==> config.mk <==
export PLATFORM = sky130hd
export DESIGN_NAME = fpadd_unit
export DESIGN_NICKNAME = d
export VERILOG_FILES = /design/src/rtl/fpadd_pkg.sv /design/src/rtl/fpadd_classify.sv /design/src/rtl/fpadd_special.sv /design/src/rtl/fpadd_normal.sv /design/src/rtl/fpadd_unit.sv
export SDC_FILE = /design/constraint.sdc
export NUM_CORES = 1
export LEC_CHECK = 0
export ABC_AREA = 1
export ABC_CLOCK_PERIOD_IN_PS = 41000
export BUFFER_PORTS_ARGS = -buffer_cell sky130_fd_sc_hd__buf_2
export CAP_MARGIN = 10
export CORE_ASPECT_RATIO = 0.8
export CORE_MARGIN = 4
export CORE_UTILIZATION = 40
export DETAILED_ROUTE_END_ITERATION = 8
export PLACE_DENSITY = 0.62
export SLEW_MARGIN = 5
export SYNTH_ARGS = -nofsm -noshare
export SYNTH_HDL_FRONTEND = slang
export SYNTH_HIERARCHICAL = 1
export SYNTH_SLANG_ARGS = --single-unit
==> constraint.sdc <==
create_clock -name clk -period 41 [get_ports clk]
set_input_delay 4.1 -clock clk [delete_from_list [all_inputs] [get_ports clk]]
set_output_delay 4.1 -clock clk [all_outputs]
set_load 0.05 [all_outputs]
==> src/rtl/fpadd_pkg.sv <==
package fpadd_pkg;

    typedef enum logic [1:0] {
        RND_NEAR_EVEN = 2'b00,
        RND_TO_NEG    = 2'b01,
        RND_TO_POS    = 2'b10,
        RND_TO_ZERO   = 2'b11
    } rnd_mode_e;

    typedef struct packed {
        logic denorm;
        logic inf;
        logic nan;
        logic snan;
    } op_class_t;

    typedef struct packed {
        logic invalid;
        logic denorm;
        logic overflow;
        logic underflow;
        logic rounded_up;
    } add_flags_t;

    // Decide whether the truncated significand must be bumped by one ulp.
    function automatic logic round_increment(input rnd_mode_e mode, input logic sign,
                                             input logic lsb, input logic grd,
                                             input logic rnd, input logic stk);
        logic inexact;
        inexact = grd | rnd | stk;
        case (mode)
            RND_NEAR_EVEN: return grd & (rnd | stk | lsb);
            RND_TO_NEG:    return sign & inexact;
            RND_TO_POS:    return ~sign & inexact;
            default:       return 1'b0;
        endcase
    endfunction

endpackage

==> src/rtl/fpadd_classify.sv <==
module fpadd_classify
    import fpadd_pkg::*;
#(
    parameter int EXP_W = 8,
    parameter int MAN_W = 23
) (
    input  logic [EXP_W+MAN_W:0] op,
    output op_class_t            cls
);
    logic [EXP_W-1:0] expo;
    logic [MAN_W-1:0] frac;

    always_comb begin
        expo       = op[EXP_W+MAN_W-1:MAN_W];
        frac       = op[MAN_W-1:0];
        cls.denorm = (expo == '0) && (frac != '0);
        cls.inf    = (expo == '1) && (frac == '0);
        cls.nan    = (expo == '1) && (frac != '0);
        cls.snan   = (expo == '1) && (frac != '0) && !frac[MAN_W-1];
    end
endmodule

==> src/rtl/fpadd_special.sv <==
module fpadd_special
    import fpadd_pkg::*;
#(
    parameter int EXP_W = 8,
    parameter int MAN_W = 23
) (
    input  logic [EXP_W+MAN_W:0] op_a,
    input  logic [EXP_W+MAN_W:0] op_b,
    input  op_class_t            cls_a,
    input  op_class_t            cls_b,
    output logic                 take,
    output logic                 invalid,
    output logic [EXP_W+MAN_W:0] result
);
    localparam int TOP = EXP_W + MAN_W;
    localparam logic [TOP:0] QUIET_BIT = (TOP+1)'(1) << (MAN_W - 1);
    localparam logic [TOP:0] DEFAULT_NAN =
        {1'b1, {EXP_W{1'b1}}, 1'b1, {(MAN_W-1){1'b0}}};

    always_comb begin
        take    = 1'b0;
        invalid = 1'b0;
        result  = '0;
        if (cls_a.nan || cls_b.nan) begin
            take    = 1'b1;
            invalid = cls_a.snan | cls_b.snan;
            result  = (cls_a.nan ? op_a : op_b) | QUIET_BIT;
        end else if (cls_a.inf && cls_b.inf && (op_a[TOP] != op_b[TOP])) begin
            take    = 1'b1;
            invalid = 1'b1;
            result  = DEFAULT_NAN;
        end else if (cls_a.inf) begin
            take   = 1'b1;
            result = op_a;
        end else if (cls_b.inf) begin
            take   = 1'b1;
            result = op_b;
        end
    end
endmodule

==> src/rtl/fpadd_normal.sv <==
module fpadd_normal
    import fpadd_pkg::*;
#(
    parameter int EXP_W = 8,
    parameter int MAN_W = 23
) (
    input  logic [EXP_W+MAN_W:0] op_a,
    input  logic [EXP_W+MAN_W:0] op_b,
    input  rnd_mode_e            mode,
    output logic [EXP_W+MAN_W:0] result,
    output logic                 ovf,
    output logic                 unf,
    output logic                 rup
);
    localparam int TOP   = EXP_W + MAN_W;
    localparam int SIG_W = MAN_W + 1;
    localparam int EXT_W = SIG_W + 3;
    localparam int SH_W  = $clog2(EXT_W + 1);
    localparam logic [EXP_W-1:0] EXP_TOP = '1;
    localparam logic [EXP_W-1:0] EXP_BIG = EXP_TOP - 1'b1;
    localparam logic [EXP_W:0]   EXP_LIM = {1'b0, EXP_TOP};

    logic             swap, sx, sub, lost, inc, to_inf;
    logic [TOP:0]     x, y;
    logic [EXP_W-1:0] xe, ye, ex, ey, diff;
    logic [SH_W-1:0]  dcl;
    logic [EXT_W-1:0] xext, yext, yal, nrm;
    logic [EXT_W:0]   mag;
    logic [SIG_W:0]   rsig;
    logic [EXP_W:0]   e_pre, e_fin;
    logic [MAN_W-1:0] m_fin;
    int               lz, limit, shamt;

    always_comb begin
        // order operands by magnitude so the subtraction never goes negative
        swap = op_b[TOP-1:0] > op_a[TOP-1:0];
        x    = swap ? op_b : op_a;
        y    = swap ? op_a : op_b;
        sx   = x[TOP];
        sub  = x[TOP] ^ y[TOP];
        xe   = x[TOP-1:MAN_W];
        ye   = y[TOP-1:MAN_W];
        ex   = (xe == '0) ? EXP_W'(1) : xe;
        ey   = (ye == '0) ? EXP_W'(1) : ye;
        diff = ex - ey;
        dcl  = (int'(diff) >= EXT_W) ? SH_W'(EXT_W) : SH_W'(diff);

        // alignment with guard, round and sticky positions
        xext   = {(xe != '0), x[MAN_W-1:0], 3'b000};
        yext   = {(ye != '0), y[MAN_W-1:0], 3'b000};
        yal    = yext >> dcl;
        lost   = |(yext & ~({EXT_W{1'b1}} << dcl));
        yal[0] = yal[0] | lost;
        mag    = sub ? ({1'b0, xext} - {1'b0, yal}) : ({1'b0, xext} + {1'b0, yal});

        // leading-zero count below the carry position
        lz = EXT_W;
        for (int i = 0; i < EXT_W; i++) begin
            if (mag[i]) lz = EXT_W - 1 - i;
        end
        limit = int'(ex) - 1;
        shamt = (lz > limit) ? limit : lz;

        nrm   = '0;
        e_pre = '0;
        if (mag[EXT_W]) begin
            nrm    = mag[EXT_W:1];
            nrm[0] = mag[1] | mag[0];
            e_pre  = {1'b0, ex} + 1'b1;
        end else begin
            nrm   = mag[EXT_W-1:0] << shamt;
            e_pre = {1'b0, ex} - (EXP_W+1)'(shamt);
        end

        inc  = round_increment(mode, sx, nrm[3], nrm[2], nrm[1], nrm[0]);
        rsig = {1'b0, nrm[EXT_W-1:3]} + (SIG_W+1)'(inc);
        if (rsig[SIG_W]) begin
            e_fin = e_pre + 1'b1;
            m_fin = '0;
        end else begin
            e_fin = rsig[SIG_W-1] ? e_pre : '0;
            m_fin = rsig[MAN_W-1:0];
        end

        to_inf = (mode == RND_NEAR_EVEN) || ((mode == RND_TO_POS) && !sx) ||
                 ((mode == RND_TO_NEG) && sx);

        ovf = 1'b0;
        unf = 1'b0;
        rup = 1'b0;
        if (mag == '0) begin
            result = {(sub ? (mode == RND_TO_NEG) : sx), {TOP{1'b0}}};
        end else if (e_fin >= EXP_LIM) begin
            ovf    = 1'b1;
            rup    = to_inf;
            result = to_inf ? {sx, EXP_TOP, {MAN_W{1'b0}}} : {sx, EXP_BIG, {MAN_W{1'b1}}};
        end else begin
            result = {sx, e_fin[EXP_W-1:0], m_fin};
            unf    = (e_fin == '0);
            rup    = inc;
        end
    end
endmodule

==> src/rtl/fpadd_unit.sv <==
module fpadd_unit
    import fpadd_pkg::*;
#(
    parameter int EXP_W = 8,
    parameter int MAN_W = 23
) (
    input  logic                 clk,
    input  logic                 rst,
    input  logic                 in_valid,
    input  logic [EXP_W+MAN_W:0] op_a,
    input  logic [EXP_W+MAN_W:0] op_b,
    input  logic [1:0]           rnd_mode,
    output logic                 out_valid,
    output logic [EXP_W+MAN_W:0] sum,
    output logic                 flag_invalid,
    output logic                 flag_denorm,
    output logic                 flag_overflow,
    output logic                 flag_underflow,
    output logic                 rounded_up
);
    localparam int WORD_W = EXP_W + MAN_W + 1;

    op_class_t         cls_a, cls_b;
    logic              sp_take, sp_invalid, nm_ovf, nm_unf, nm_rup;
    logic [WORD_W-1:0] sp_result, nm_result, nxt_sum;
    add_flags_t        nxt_flags;

    fpadd_classify #(.EXP_W(EXP_W), .MAN_W(MAN_W)) i_cls_a (.op(op_a), .cls(cls_a));
    fpadd_classify #(.EXP_W(EXP_W), .MAN_W(MAN_W)) i_cls_b (.op(op_b), .cls(cls_b));

    fpadd_special #(.EXP_W(EXP_W), .MAN_W(MAN_W)) i_special (
        .op_a(op_a), .op_b(op_b), .cls_a(cls_a), .cls_b(cls_b),
        .take(sp_take), .invalid(sp_invalid), .result(sp_result)
    );

    fpadd_normal #(.EXP_W(EXP_W), .MAN_W(MAN_W)) i_normal (
        .op_a(op_a), .op_b(op_b), .mode(rnd_mode_e'(rnd_mode)),
        .result(nm_result), .ovf(nm_ovf), .unf(nm_unf), .rup(nm_rup)
    );

    always_comb begin
        nxt_flags        = '0;
        nxt_flags.denorm = cls_a.denorm | cls_b.denorm;
        if (sp_take) begin
            nxt_sum           = sp_result;
            nxt_flags.invalid = sp_invalid;
        end else begin
            nxt_sum              = nm_result;
            nxt_flags.overflow   = nm_ovf;
            nxt_flags.underflow  = nm_unf;
            nxt_flags.rounded_up = nm_rup;
        end
    end

    always_ff @(posedge clk) begin
        if (rst) begin
            out_valid      <= 1'b0;
            sum            <= '0;
            flag_invalid   <= 1'b0;
            flag_denorm    <= 1'b0;
            flag_overflow  <= 1'b0;
            flag_underflow <= 1'b0;
            rounded_up     <= 1'b0;
        end else begin
            out_valid <= in_valid;
            if (in_valid) begin
                sum            <= nxt_sum;
                flag_invalid   <= nxt_flags.invalid;
                flag_denorm    <= nxt_flags.denorm;
                flag_overflow  <= nxt_flags.overflow;
                flag_underflow <= nxt_flags.underflow;
                rounded_up     <= nxt_flags.rounded_up;
            end
        end
    end
endmodule

==> results.cfg <==
[setup_path]
path_max_fanout = 63
cp-end-kind = flop
cpPeakStageDelay_ns = 0.81
crit_path_frequent_cell = nand2_1
crit_path_start_kind = primary input
critPathArrivalTime_ns = 22.06
slowest_stage = nor2_2
path_class = in -> reg
crit_required_ns = 41.18

[clock_tree]
post_cts_buffers = 0
cts_hold_buffers = 0
h-tree-depth = 2
clk_pin_slew_worst_paths_ns = 0.06
clockBufferDepth = 2
cts_sinks = 38
insertion_delay_ns = 0.29
cts_root_buffer = clkbuf_16
cts-resized-gates = 0
numCtsBuffers = 5
cts_tree = done

[timing]
fin_tns_setup_ns = 0
period_needed_ns = 21.88
fin_ws_ns = 19.12
setup_viol = 0
fmax_mhz = 45.7
relSlewSlack_pct = 7.10
maxSlewViolCount = 0
skew_ns = 0
grt_setup_unrepaired = no
worst_slew_pin_slew_ns = 1.38
hold_viol_final = 0
period_share_pct = 53.4

[routing]
drt-total-wl_um = 59500
avgViaCountPerCell = 5.61
drtIter0Drc = 2185
avgRoutedWirePerCell_um = 17.8
vias = 18800
dr.pass1.iters = 9
wl_met3_um = 5810
wl_met1_um = 28000
detail-route-antenna-nets = 0
wl_met2_um = 24200
drc = 0
highest_layer = met4

[global_routing]
grt_usage_pct = 28.0
grt_pass1_vias = 16600
grt_max_degree = 68
grt_pass1_wl_um = 92900
grt_overflow_total = 0
antenna_found_initial = 3

[placement]
place_hpwl_um = 48000
io_buffers = 106
gp_congestion = 1.03
post-place-ws_ns = 19.23

[yosys]
synth_area_leaders = nand2_1, nand3_1, ha_1
ys_warn_count = 6
syn-num-nets = 3035
ys.flop_type = dfxtp_1
synth_edf_count = 0
synth.top_cell.area_share_pct = 22.7
yosysTopAreaCell = nand2_1
syn_area_per_cell_um2 = 5.25
syn_area_um2 = 15000
async_flop_share_pct = 0
synthCells = 2855
ys_seq_area_share_pct = 5.08
yosysUniqueCellTypes = 68
synth-seq-cells = 38

[finish]
nFillCells = 4225
area_delta_synth_final_pct = 3.88
ff_latch_area_um2 = 761
drive_gt1_share_pct = 11.4
multiInputGateArea_um2 = 12000
final_nets = 3033

[power]
leakagePower_nw = 8.78
peakVddDrop_uv = 42.3
p_per_area_nw_per_um2 = 53.8

[job]
max_cap_violations = 0

[floorplanning]
die_w_um = 224
start_util_pct = 40.5
fp-row-count = 63
core_um2 = 37000
io_pins = 107
die_h_um = 181
die-area_um2 = 40700

[outcome]
status = finished clean

[hold_path]
hp-class = reg -> reg
==> layout make-up <==
class | instances | area share (%)
timing repair buffer | 119 | 4.03
antenna | 3 | 0.0482
tap | 487 | 3.91
multi-input combinational | 2309 | 77.0
sequential | 38 | 4.89
inverter | 380 | 9.21
clock buffer | 7 | 0.916
clock inverter | 1 | 0.0321
==> power by group <==
part | internal [W] | switching [W]
Combinational | 0.000209 | 0.000531
Sequential | 0.0000502 | 0.00000799
Clock | 0.0000241 | 0.0000153
Total | 0.000283 | 0.000554
==> sequential cells by signal, indices dropped and copies added (netlist names) <==
register        count
flag_denorm         1
flag_invalid        1
flag_overflow       1
flag_underflow      1
out_valid           1
rounded_up          1
sum                32
==> cell usage in the layout, fill, tap and decap left out, types with 5 or more instances in the layout <==
cell type  Yosys  final
nor2_2        22     24
clkinv_1       8      8
xor2_1        27     27
a21o_1         6      6
a21oi_2       11     11
inv_2         42     42
o21bai_1       5      5
o21ai_1       18     18
o211ai_1      12     12
inv_1        328    328
nand4_1       37     37
xor2_2         5      5
o21ai_0      116    116
nor4_1         6      6
o22ai_1        5      5
nand3_1      474    474
nand3_4        6      6
buf_2         49    106
or2_2          7      7
nand3_2       30     30
nor3_1        20     20
nor2_1       264    262
dfxtp_1       38     38
ha_1         108    108
xnor2_1       10     10
o21a_1         8      8
a21oi_1       97     97
a31oi_1        5      5
nand2_1      908    908
buf_4         14     13
nand2_2       32     32
clkbuf_16      0      5
nand2_4        7      7
o21ai_2       15     15
==> through the flow <==
step / std cells / hold slack [ns] / area (µm²) / power (W) / util (%)
after floorplan: 2855 / 0.680 / 15000 / 0.000595 / -
after global placement: 3333 / 0.453 / 15400 / 0.000773 / 41.6
after detailed placement: 3333 / 0.453 / 15400 / 0.000772 / 41.6
after CTS: 3341 / 0.462 / 15600 / 0.000816 / 42.0
after global routing: 3343 / 0.484 / 15600 / 0.000914 / 42.0
final: 3344 / 0.461 / 15600 / 0.000837 / 42.0
==> kinds of logic after synthesis <==
kind of cell | Yosys count | share of synthesized area [%]
and+or+nand+nor | 1835 | 55.1
buffers and inverters | 508 | 15.0
AOI/OAI and AO/OA | 317 | 12.4
adders and majority gates | 111 | 9.42
xor gates and xnor gates | 44 | 2.92
DFF | 38 | 5.08
muxes | 2 | 0.134
==> metal layers <==
metal | vias to the layer above | GRT usage (%)
met4 | 0 | 6.25
met5 | - | 0
met2 | 888 | 40.7
met3 | 101 | 4.06
met1 | 8577 | 43.2
li1 | 9195 | -
==> synth_stat cells, types with 18 or more instances <==
cell      number
ha_1         108
o21ai_0      116
buf_6         25
nand2_2       32
nand3_2       30
nand3_1      474
buf_2         49
nand2_1      908
xor2_1        27
nor2_2        22
clkbuf_1      30
o21ai_1       18
a21oi_1       97
inv_1        328
nand4_1       37
nor3_1        20
nor2_1       264
dfxtp_1       38
inv_2         42
==> critical path: cells and delay by family <==
kind	cells	cell delay (ns)
XOR/XNOR	2	0.91
buffers and inverters	11	1.45
adder cells (fa/ha/maj)	7	2.03
AND/OR/NAND/NOR	67	9.81
AO/OA/AOI/OAI	18	3.74
==> final timing paths <==
kind                                 start         end  slack, ns  cells past startpoint
worst max-delay path              op_a[30]      sum[2]      19.12                    105
worst min-delay path            rounded_up  rounded_up       0.46                      2
worst max register to register     sum[31]     sum[31]      40.24                      4
worst min register to register  rounded_up  rounded_up       0.46                      2
No activity file was read; power rests on OpenSTA's default activity.
